[config.mk]
export PLATFORM = sky130hd
export DESIGN_NAME = i2c_regfile_slave
export DESIGN_NICKNAME = d
export VERILOG_FILES = /design/src/rtl/i2c_rf_pkg.sv /design/src/rtl/i2c_line_sync.sv /design/src/rtl/i2c_slave_fsm.sv /design/src/rtl/i2c_regfile_slave.sv
export SDC_FILE = /design/constraint.sdc
export NUM_CORES = 1
export LEC_CHECK = 0
export BUFFER_PORTS_ARGS = -buffer_cell sky130_fd_sc_hd__buf_4
export CORE_MARGIN = 3
export CORE_UTILIZATION = 35
export CTS_CLUSTER_DIAMETER = 80
export DETAILED_ROUTE_END_ITERATION = 12
export GPL_TIMING_DRIVEN = 1
export SETUP_SLACK_MARGIN = 0.3
export SYNTH_ARGS = -nofsm -noshare
export SYNTH_HDL_FRONTEND = slang
export SYNTH_SLANG_ARGS = --single-unit
[constraint.sdc]
create_clock -name clk -period 2.35 [get_ports clk]
set_input_delay 0.1175 -clock clk [delete_from_list [all_inputs] [get_ports clk]]
set_output_delay 0.1175 -clock clk [all_outputs]
set_load 0.05 [all_outputs]
[src/rtl/i2c_rf_pkg.sv]
// Package: shared types and constants of the I2C register-file slave.
// Assumes byte-wide transfers and 7-bit device addressing.
package i2c_rf_pkg;

    localparam int BYTE_W    = 8;
    localparam int DEV_ADR_W = 7;

    typedef enum logic [2:0] {
        ST_IDLE,
        ST_ADDR,
        ST_WPTR,
        ST_WDATA,
        ST_RDATA
    } slv_state_t;

endpackage

[src/rtl/i2c_line_sync.sv]
// Module: brings SCL and SDA into the system clock domain and reports
// SCL edges and START/STOP conditions as single-cycle pulses.
// Assumes the system clock oversamples SCL by a wide margin.
module i2c_line_sync #(
    parameter int STAGES = 2
) (
    input  logic clk,
    input  logic rst_n,
    input  logic scl_in,
    input  logic sda_in,
    output logic scl_lvl,
    output logic sda_lvl,
    output logic scl_rise,
    output logic scl_fall,
    output logic start_det,
    output logic stop_det
);

    logic [STAGES-1:0] scl_chain;
    logic [STAGES-1:0] sda_chain;
    logic              scl_prev;
    logic              sda_prev;

    // Synchroniser chains and one-cycle history, idle-high after reset.
    always_ff @(posedge clk) begin
        if (!rst_n) begin
            scl_chain <= '1;
            sda_chain <= '1;
            scl_prev  <= 1'b1;
            sda_prev  <= 1'b1;
        end else begin
            scl_chain <= {scl_chain[STAGES-2:0], scl_in};
            sda_chain <= {sda_chain[STAGES-2:0], sda_in};
            scl_prev  <= scl_lvl;
            sda_prev  <= sda_lvl;
        end
    end

    assign scl_lvl = scl_chain[STAGES-1];
    assign sda_lvl = sda_chain[STAGES-1];

    // Edge and bus-condition decode from the current and previous samples.
    always_comb begin
        scl_rise  = scl_lvl & ~scl_prev;
        scl_fall  = ~scl_lvl & scl_prev;
        start_det = scl_lvl & scl_prev & sda_prev & ~sda_lvl;
        stop_det  = scl_lvl & scl_prev & ~sda_prev & sda_lvl;
    end

endmodule

[src/rtl/i2c_slave_fsm.sv]
// Module: byte engine of the slave. It shifts bits in on SCL rise and out on
// SCL fall, matches the device address, keeps the word pointer, and
// drives the register-file port.
// Assumes synchronous memory reads with one cycle of latency, and an SCL
// high and low phase several system clocks long.
module i2c_slave_fsm
    import i2c_rf_pkg::*;
#(
    parameter int          AW      = 8,
    parameter logic [5:0]  ADDR_HI = 6'b101000
) (
    input  logic              clk,
    input  logic              rst_n,
    input  logic              scl_lvl,
    input  logic              sda_lvl,
    input  logic              scl_rise,
    input  logic              scl_fall,
    input  logic              start_det,
    input  logic              stop_det,
    input  logic              addr_pin,
    output logic              sda_oe,
    output logic [AW-1:0]     mem_addr,
    output logic              mem_we,
    output logic [BYTE_W-1:0] mem_wdata,
    output logic              mem_re,
    input  logic [BYTE_W-1:0] mem_rdata
);

    localparam int CNT_W = $clog2(BYTE_W + 2);
    localparam logic [CNT_W-1:0] CNT_LAST = CNT_W'(BYTE_W - 1);
    localparam logic [CNT_W-1:0] CNT_FULL = CNT_W'(BYTE_W);
    localparam logic [CNT_W-1:0] CNT_ACK  = CNT_W'(BYTE_W + 1);

    slv_state_t          state;
    logic [CNT_W-1:0]    bitcnt;
    logic [BYTE_W-1:0]   shreg;
    logic [AW-1:0]       ptr;
    logic                rw;
    logic                rd_pend;
    logic                dev_hit;

    // Device address compare against the strapped pin.
    assign dev_hit = (shreg[BYTE_W-1:1] == {ADDR_HI, addr_pin});

    // Main sequencer: bus conditions first, then per-state bit handling.
    always_ff @(posedge clk) begin
        if (!rst_n) begin
            state     <= ST_IDLE;
            bitcnt    <= '0;
            shreg     <= '0;
            ptr       <= '0;
            rw        <= 1'b0;
            rd_pend   <= 1'b0;
            sda_oe    <= 1'b0;
            mem_addr  <= '0;
            mem_we    <= 1'b0;
            mem_wdata <= '0;
            mem_re    <= 1'b0;
        end else begin
            mem_we  <= 1'b0;
            mem_re  <= 1'b0;
            rd_pend <= mem_re;
            if (rd_pend) begin
                shreg <= mem_rdata;
            end
            if (start_det) begin
                state  <= ST_ADDR;
                bitcnt <= '0;
                sda_oe <= 1'b0;
            end else if (stop_det) begin
                state  <= ST_IDLE;
                bitcnt <= '0;
                sda_oe <= 1'b0;
            end else begin
                case (state)
                    ST_ADDR, ST_WPTR, ST_WDATA: begin
                        if (scl_rise && bitcnt < CNT_FULL) begin
                            shreg  <= {shreg[BYTE_W-2:0], sda_lvl};
                            bitcnt <= bitcnt + 1'b1;
                        end else if (scl_fall && bitcnt == CNT_FULL) begin
                            if (state == ST_ADDR) begin
                                if (dev_hit) begin
                                    sda_oe <= 1'b1;
                                    rw     <= shreg[0];
                                    bitcnt <= CNT_ACK;
                                    if (shreg[0]) begin
                                        mem_re   <= 1'b1;
                                        mem_addr <= ptr;
                                    end
                                end else begin
                                    state  <= ST_IDLE;
                                    bitcnt <= '0;
                                end
                            end else if (state == ST_WPTR) begin
                                ptr    <= shreg[AW-1:0];
                                sda_oe <= 1'b1;
                                bitcnt <= CNT_ACK;
                            end else begin
                                mem_we    <= 1'b1;
                                mem_addr  <= ptr;
                                mem_wdata <= shreg;
                                ptr       <= ptr + 1'b1;
                                sda_oe    <= 1'b1;
                                bitcnt    <= CNT_ACK;
                            end
                        end else if (scl_fall && bitcnt == CNT_ACK) begin
                            bitcnt <= '0;
                            if (state == ST_ADDR && rw) begin
                                state  <= ST_RDATA;
                                sda_oe <= ~shreg[BYTE_W-1];
                            end else begin
                                sda_oe <= 1'b0;
                                state  <= (state == ST_ADDR) ? ST_WPTR : ST_WDATA;
                            end
                        end
                    end
                    ST_RDATA: begin
                        if (scl_fall && bitcnt < CNT_LAST) begin
                            shreg  <= {shreg[BYTE_W-2:0], 1'b0};
                            sda_oe <= ~shreg[BYTE_W-2];
                            bitcnt <= bitcnt + 1'b1;
                        end else if (scl_fall && bitcnt == CNT_LAST) begin
                            sda_oe <= 1'b0;
                            ptr    <= ptr + 1'b1;
                            bitcnt <= CNT_FULL;
                        end else if (scl_rise && bitcnt == CNT_FULL) begin
                            if (!sda_lvl) begin
                                mem_re   <= 1'b1;
                                mem_addr <= ptr;
                                bitcnt   <= CNT_ACK;
                            end else begin
                                state  <= ST_IDLE;
                                bitcnt <= '0;
                            end
                        end else if (scl_fall && bitcnt == CNT_ACK) begin
                            sda_oe <= ~shreg[BYTE_W-1];
                            bitcnt <= '0;
                        end
                    end
                    default: begin
                        bitcnt <= '0;
                    end
                endcase
            end
        end
    end

    AST_OE_RISE_SCL_LOW: assert property (@(posedge clk) disable iff (!rst_n) $rose(sda_oe) |-> !$past(scl_lvl));
    AST_START_REARMS: assert property (@(posedge clk) disable iff (!rst_n) start_det |=> (state == ST_ADDR && !sda_oe));
    AST_STOP_IDLES: assert property (@(posedge clk) disable iff (!rst_n) stop_det |=> (state == ST_IDLE && !sda_oe && !mem_we));
    AST_WE_ONE_CYCLE: assert property (@(posedge clk) disable iff (!rst_n) mem_we |=> !mem_we);
    AST_WE_RE_EXCL: assert property (@(posedge clk) disable iff (!rst_n) !(mem_we && mem_re));
    AST_PTR_STEPS: assert property (@(posedge clk) disable iff (!rst_n) mem_we |-> ptr == AW'(mem_addr + 1'b1));
    AST_NO_WE_IN_READ: assert property (@(posedge clk) disable iff (!rst_n) (state == ST_RDATA) |-> !mem_we);

endmodule

[src/rtl/i2c_regfile_slave.sv]
// Module: top of the I2C register-file slave. It joins the line synchroniser
// and the byte engine and exposes an open-drain SDA enable and a
// synchronous register-file port.
// Assumes the register file answers mem_re with data one clock later.
module i2c_regfile_slave
    import i2c_rf_pkg::*;
#(
    parameter int         AW          = 8,
    parameter int         SYNC_STAGES = 2,
    parameter logic [5:0] ADDR_HI     = 6'b101000
) (
    input  logic              clk,
    input  logic              rst_n,
    input  logic              scl_in,
    input  logic              sda_in,
    output logic              sda_oe,
    input  logic              addr_pin,
    output logic [AW-1:0]     mem_addr,
    output logic              mem_we,
    output logic [BYTE_W-1:0] mem_wdata,
    output logic              mem_re,
    input  logic [BYTE_W-1:0] mem_rdata
);

    logic scl_lvl, sda_lvl, scl_rise, scl_fall, start_det, stop_det;

    i2c_line_sync #(.STAGES(SYNC_STAGES)) u_sync (
        .clk       (clk),
        .rst_n     (rst_n),
        .scl_in    (scl_in),
        .sda_in    (sda_in),
        .scl_lvl   (scl_lvl),
        .sda_lvl   (sda_lvl),
        .scl_rise  (scl_rise),
        .scl_fall  (scl_fall),
        .start_det (start_det),
        .stop_det  (stop_det)
    );

    i2c_slave_fsm #(.AW(AW), .ADDR_HI(ADDR_HI)) u_fsm (
        .clk       (clk),
        .rst_n     (rst_n),
        .scl_lvl   (scl_lvl),
        .sda_lvl   (sda_lvl),
        .scl_rise  (scl_rise),
        .scl_fall  (scl_fall),
        .start_det (start_det),
        .stop_det  (stop_det),
        .addr_pin  (addr_pin),
        .sda_oe    (sda_oe),
        .mem_addr  (mem_addr),
        .mem_we    (mem_we),
        .mem_wdata (mem_wdata),
        .mem_re    (mem_re),
        .mem_rdata (mem_rdata)
    );

endmodule

[After elaboration in Yosys (flattened, before gate mapping)]
Cells that the tools add are included.
Cells by class
  add/sub/neg operators: 2
  magnitude comparators: 2
  equality and inequality tests: 34
  multiplexer cells: 70
  bitwise logic cells: 21
  reductions and logical operators: 19
Operators by type and width (count)
  $mux W8: 21
  $pmux W8 S2: 3
  $mux W4: 9
  $mux W3: 10
  $mux W1: 23
  $reduce_and A9 Y1: 2
  $ne A4 B4 Y1 const B: 4
  $not A1 Y1: 14
  $reduce_and A7 Y1: 2
  $ne A2 B2 Y1 const B: 6
  $reduce_and A12 Y1: 1
  $ne A5 B5 Y1 const B: 2
  $ne A3 B3 Y1 const B: 3
  $add A8 B1 Y8 const B: 1
  $eq A4 B4 Y1 const B: 2
  $ne A4 B3 Y1 const B: 2
  $pmux W4 S2: 1
  $reduce_and A8 Y1: 1
  $and A1 B1 Y1: 7
  $eq A7 B7 Y1: 1
  $logic_and A1 B1 Y1: 7
  $reduce_or A7 Y1: 1
  $eq A3 B2 Y1 const B: 2
  $ne A2 B1 Y1 const B: 3
  other kinds (17): 20
Word-level totals
  bits in registers: 50
  input port bits: 13
  word-level logic and storage cells: 164

[Logic depth before layout (Yosys ltp)]
  word-level depth: 9
  depth in mapped cells: 8

[Cells and area by module]
Synthesis repeated with hierarchy kept, for this count alone.
Unflattened totals
  cell total of the unflattened synthesis: 300
  area, all modules: 2582.5 µm²
Modules (own cells, without submodules)
  i2c_slave_fsm: times used 1, cells each 284, area each 2392.3 µm², sequential area each 880.8 µm²
  i2c_line_sync: times used 1, cells each 16, area each 190.2 µm², sequential area each 120.1 µm²

[Worst setup path after synthesis]
OpenSTA, ideal clock, no wires.
  path type: reg2reg
  start: register u_fsm.bitcnt[0]
  end: register u_fsm.state[2]
  library setup time: 0.070 ns
  data arrival time: 1.838 ns
  slack: 0.442 ns
  stages on the path, launching flop included: 8
  buffers on the path: 0
  cells stage by stage: dfxtp_1 > inv_1 > ha_1 > nand3b_1 > a311oi_1 > o32ai_2 > or4_1 > a21oi_1
Between the ends
  cells in the longest elaborated chain, start to end: 5
  elaborated cells between the ends (all ways): 22
  classes of those cells: 2 x order compare; 10 x eq/ne; 3 x mux; 7 x reduce/logical
RTL lines
  start: declaration: line i2c_slave_fsm.sv:35  | logic [CNT_W-1:0] bitcnt;
  start signal: assignment: line i2c_slave_fsm.sv:79  | bitcnt <= bitcnt + 1'b1;
  start signal: assignment: line i2c_slave_fsm.sv:121  | bitcnt <= bitcnt + 1'b1;
  branches (longest 5 deep; another with $lt A4 B3 Y1)
  end signal: assignment: line i2c_slave_fsm.sv:113  | state <= (state == ST_ADDR) ? ST_WPTR : ST_WDATA;
  end: declaration: line i2c_slave_fsm.sv:34  | slv_state_t state;
Parallel ways; which one is timed is not known. The select of a mux whose other input is x is not followed.
A chain may end at the register's enable or synchronous reset.

[Worst setup path after layout]
  start: register u_fsm.bitcnt[1]
  end: register u_fsm.state[2]
Same word-level chain as after synthesis.

==> results.toml <==
[global_route]
track_usage = 0.158
grt_pass1_vias = 2228
grt_pass1_wl_um = 11000
grt_use_met3 = 0.0357
top_usage_layer = "met2"
grt_max_degree = 32
overflow = 0
antenna_found_initial = 0
use_met1 = 0.210
grtUsageMet2 = 0.251

[synthesis]
synth_cell_type_count = 56
postSynthCellCount = 301
synthTopCellsByArea = "dfxtp_1, mux2i_1, nand2_1"
synth_top_cell_by_area = "dfxtp_1"
synth_edf_count = 0
synthMuxAreaShare = 0.103
ys_async_sr_fraction = 0
synth_area_per_cell_um2 = 8.78
synth_top_family_by_area = "simple AND/OR/NAND/NOR gates"
synthAdderAreaFrac = 0.0189
ys_top_cells_by_count = "dfxtp_1, nand2_1, nor2_1"
synth.most_common_cell = "dfxtp_1"
ys_seq_area_frac = 0.379
post-synth-top-area-fraction = 0.379
yosys.area_share.xor_xnor = 0.00994
synthFlopType = "dfxtp_1"
yosysWarnings = 0
syn_area_mm2 = 0.00264
syn_nets = 318
synth_compound_area_frac = 0.198
synth-simple-area-share = 0.244
synth_seq_cells = 50

[power]
power.density_mw_per_mm2 = 801
ir_drop_mv = 0.436
leakagePower_nw = 1.24

[setup_path]
path_class = "reg -> reg"
cp.required_ps = 2600
cp-start-kind = "register"
cp_max_fo = 5
end_kind = "register"
r2r_setup_slack_ps = 390
arrival_ps = 2210

[detailed_routing]
wl_per_cell_um = 15.1
wl_um = 6670
vias_per_cell = 5.34
first_pass_iters = 4
ant_nets = 0
drtIter0Drc = 113
via_count = 2364
drc_errors = 0

[die]
ios = 32
die_area_mm2 = 0.00863
rows = 31
die_x_um = 92.9
floorplan.initialDensity = 0.363
die_y_um = 92.9
core_mm2 = 0.00729

[placement]
hpwlAfterDp_um = 4730
io_buffer_count = 31
gp_congestion = 0.890

[final_layout]
layout-drive-gt1-share = 0.259
antenna_cells = 0
nNetsFinal = 360
layout-area-overhead-vs-synth_pct = 24.5
fin_util = 0.451

[clock_tree]
cts.htree.levels = 2
numCtsBuffers = 5
clkSinkCount = 50
clk_latency_ps = 310
cts_tree = "built"
path_clk_slew_ps = 100
root_buffer = "clkbuf_8"
cts_max_path_buffers = 2

[timing]
timing.final.crit_period_ps = 1960
relSlewSlack = 0.581
finalCritPeriodShare = 0.836
setup_viol = 0
fmax_ghz = 0.509
finalHoldViolCount = 0
tns_ps = 0
drv_slew = 0
finClkSkew_ps = 8.67
tightest_slew_ps = 627
rsz0062_at_grt = "yes"

[min_path]
min_path_type = "in -> reg"

[outcome]
outcome = "finished, final reports clean"

[flow_run]
cap_viol_max_count = 0
==> cell usage in the layout, fill, tap and decap left out, types with 4 or more instances in the layout <==
| cell type | count |
|---|---|
| o21ai_0 | 8 |
| nor3b_1 | 8 |
| clkbuf_8 | 6 |
| nor2_1 | 27 |
| a21oi_1 | 14 |
| nand2_1 | 33 |
| inv_1 | 5 |
| buf_4 | 51 |
| dfxtp_2 | 4 |
| o32ai_2 | 4 |
| mux2i_1 | 25 |
| dfxtp_1 | 46 |
| nor3_1 | 8 |
| nand3_1 | 10 |
| a31oi_1 | 5 |
| nand3b_1 | 4 |
| a211oi_1 | 8 |
| nand2b_1 | 11 |
==> worst max-delay path, cell delays in order, from the launching register on <==
cell and delay [ps]:
dfxtp_2 350, inv_2 80, ha_4 140, nand3b_1 90, buf_4 180, a311oi_4 350
o32ai_4 140, or4_4 430, a21oi_2 140
==> final cells by class <==
cell class | count | area [um^2]
clock buffers | 6 | 82.6
clock inverters | 2 | 38.8
fillers | 737 | 4000
inverters | 7 | 26.3
multi-input cells | 226 | 1610
flip-flops and latches | 50 | 1010
well taps | 99 | 124
repair buffers | 53 | 403
==> worst paths after layout <==
check	to	startpoint	cells past startpoint
worst max-delay path	u_fsm.state[2]	u_fsm.bitcnt[1]	8
worst max register to register	u_fsm.state[2]	u_fsm.bitcnt[1]	8
worst min-delay path	u_fsm.shreg[1]	mem_rdata[1]	3
worst min register to register	u_sync.sda_chain[1]	u_sync.sda_chain[0]	1
==> where the power goes <==
| group | internal [mW] | switching, mW |
|---|---|---|
| sequential | 0.898 | 0.0667 |
| clock | 0.351 | 0.314 |
| combinational | 0.434 | 0.571 |
==> sequential cells by signal (all words and copies together), names as in the netlist, 2 cells and up <==
signal            flops
u_fsm.mem_addr        8
u_fsm.mem_wdata       8
u_fsm.ptr             8
u_fsm.shreg           8
u_fsm.bitcnt          4
u_fsm.state           3
u_sync.scl_chain      2
u_sync.sda_chain      2
==> stage by stage <==
step	cell area, um^2	worst slack, ps	power (mW)	instances	hold WS [ps]
final	3290	385	2.64	443	158
after global placement	3030	68.0	1.87	428	304
after detailed placement	3030	72.6	1.87	428	305
after CTS	3250	297	2.60	441	156
after global routing	3290	291	2.78	443	166
after floorplan	2640	442	1.68	301	219
==> per-layer routing <==
layer / vias up / wire length [um]
met2: 58 / 3080
met4: 0 / 74
li1: 1177 / -
met5: - / 0
met3: 9 / 273
met1: 1120 / 3240
==> logic make-up after synthesis <==
family          count (synthesis)
compound gates                 67
flops                          50
mux                            27
fa+ha+maj                       4
simple gates                  125
buf+inv                        25
xor+xnor                        3
==> what timing repair did <==
action                     CTS  global route
setup endpoints to repair   12            22
hold buffers                 2             0
pin swaps                    2             5
resized for setup           11             9
hold endpoints to repair     2             0
setup buffers                3             2
Note: power is estimated with default switching activity, not from simulation.
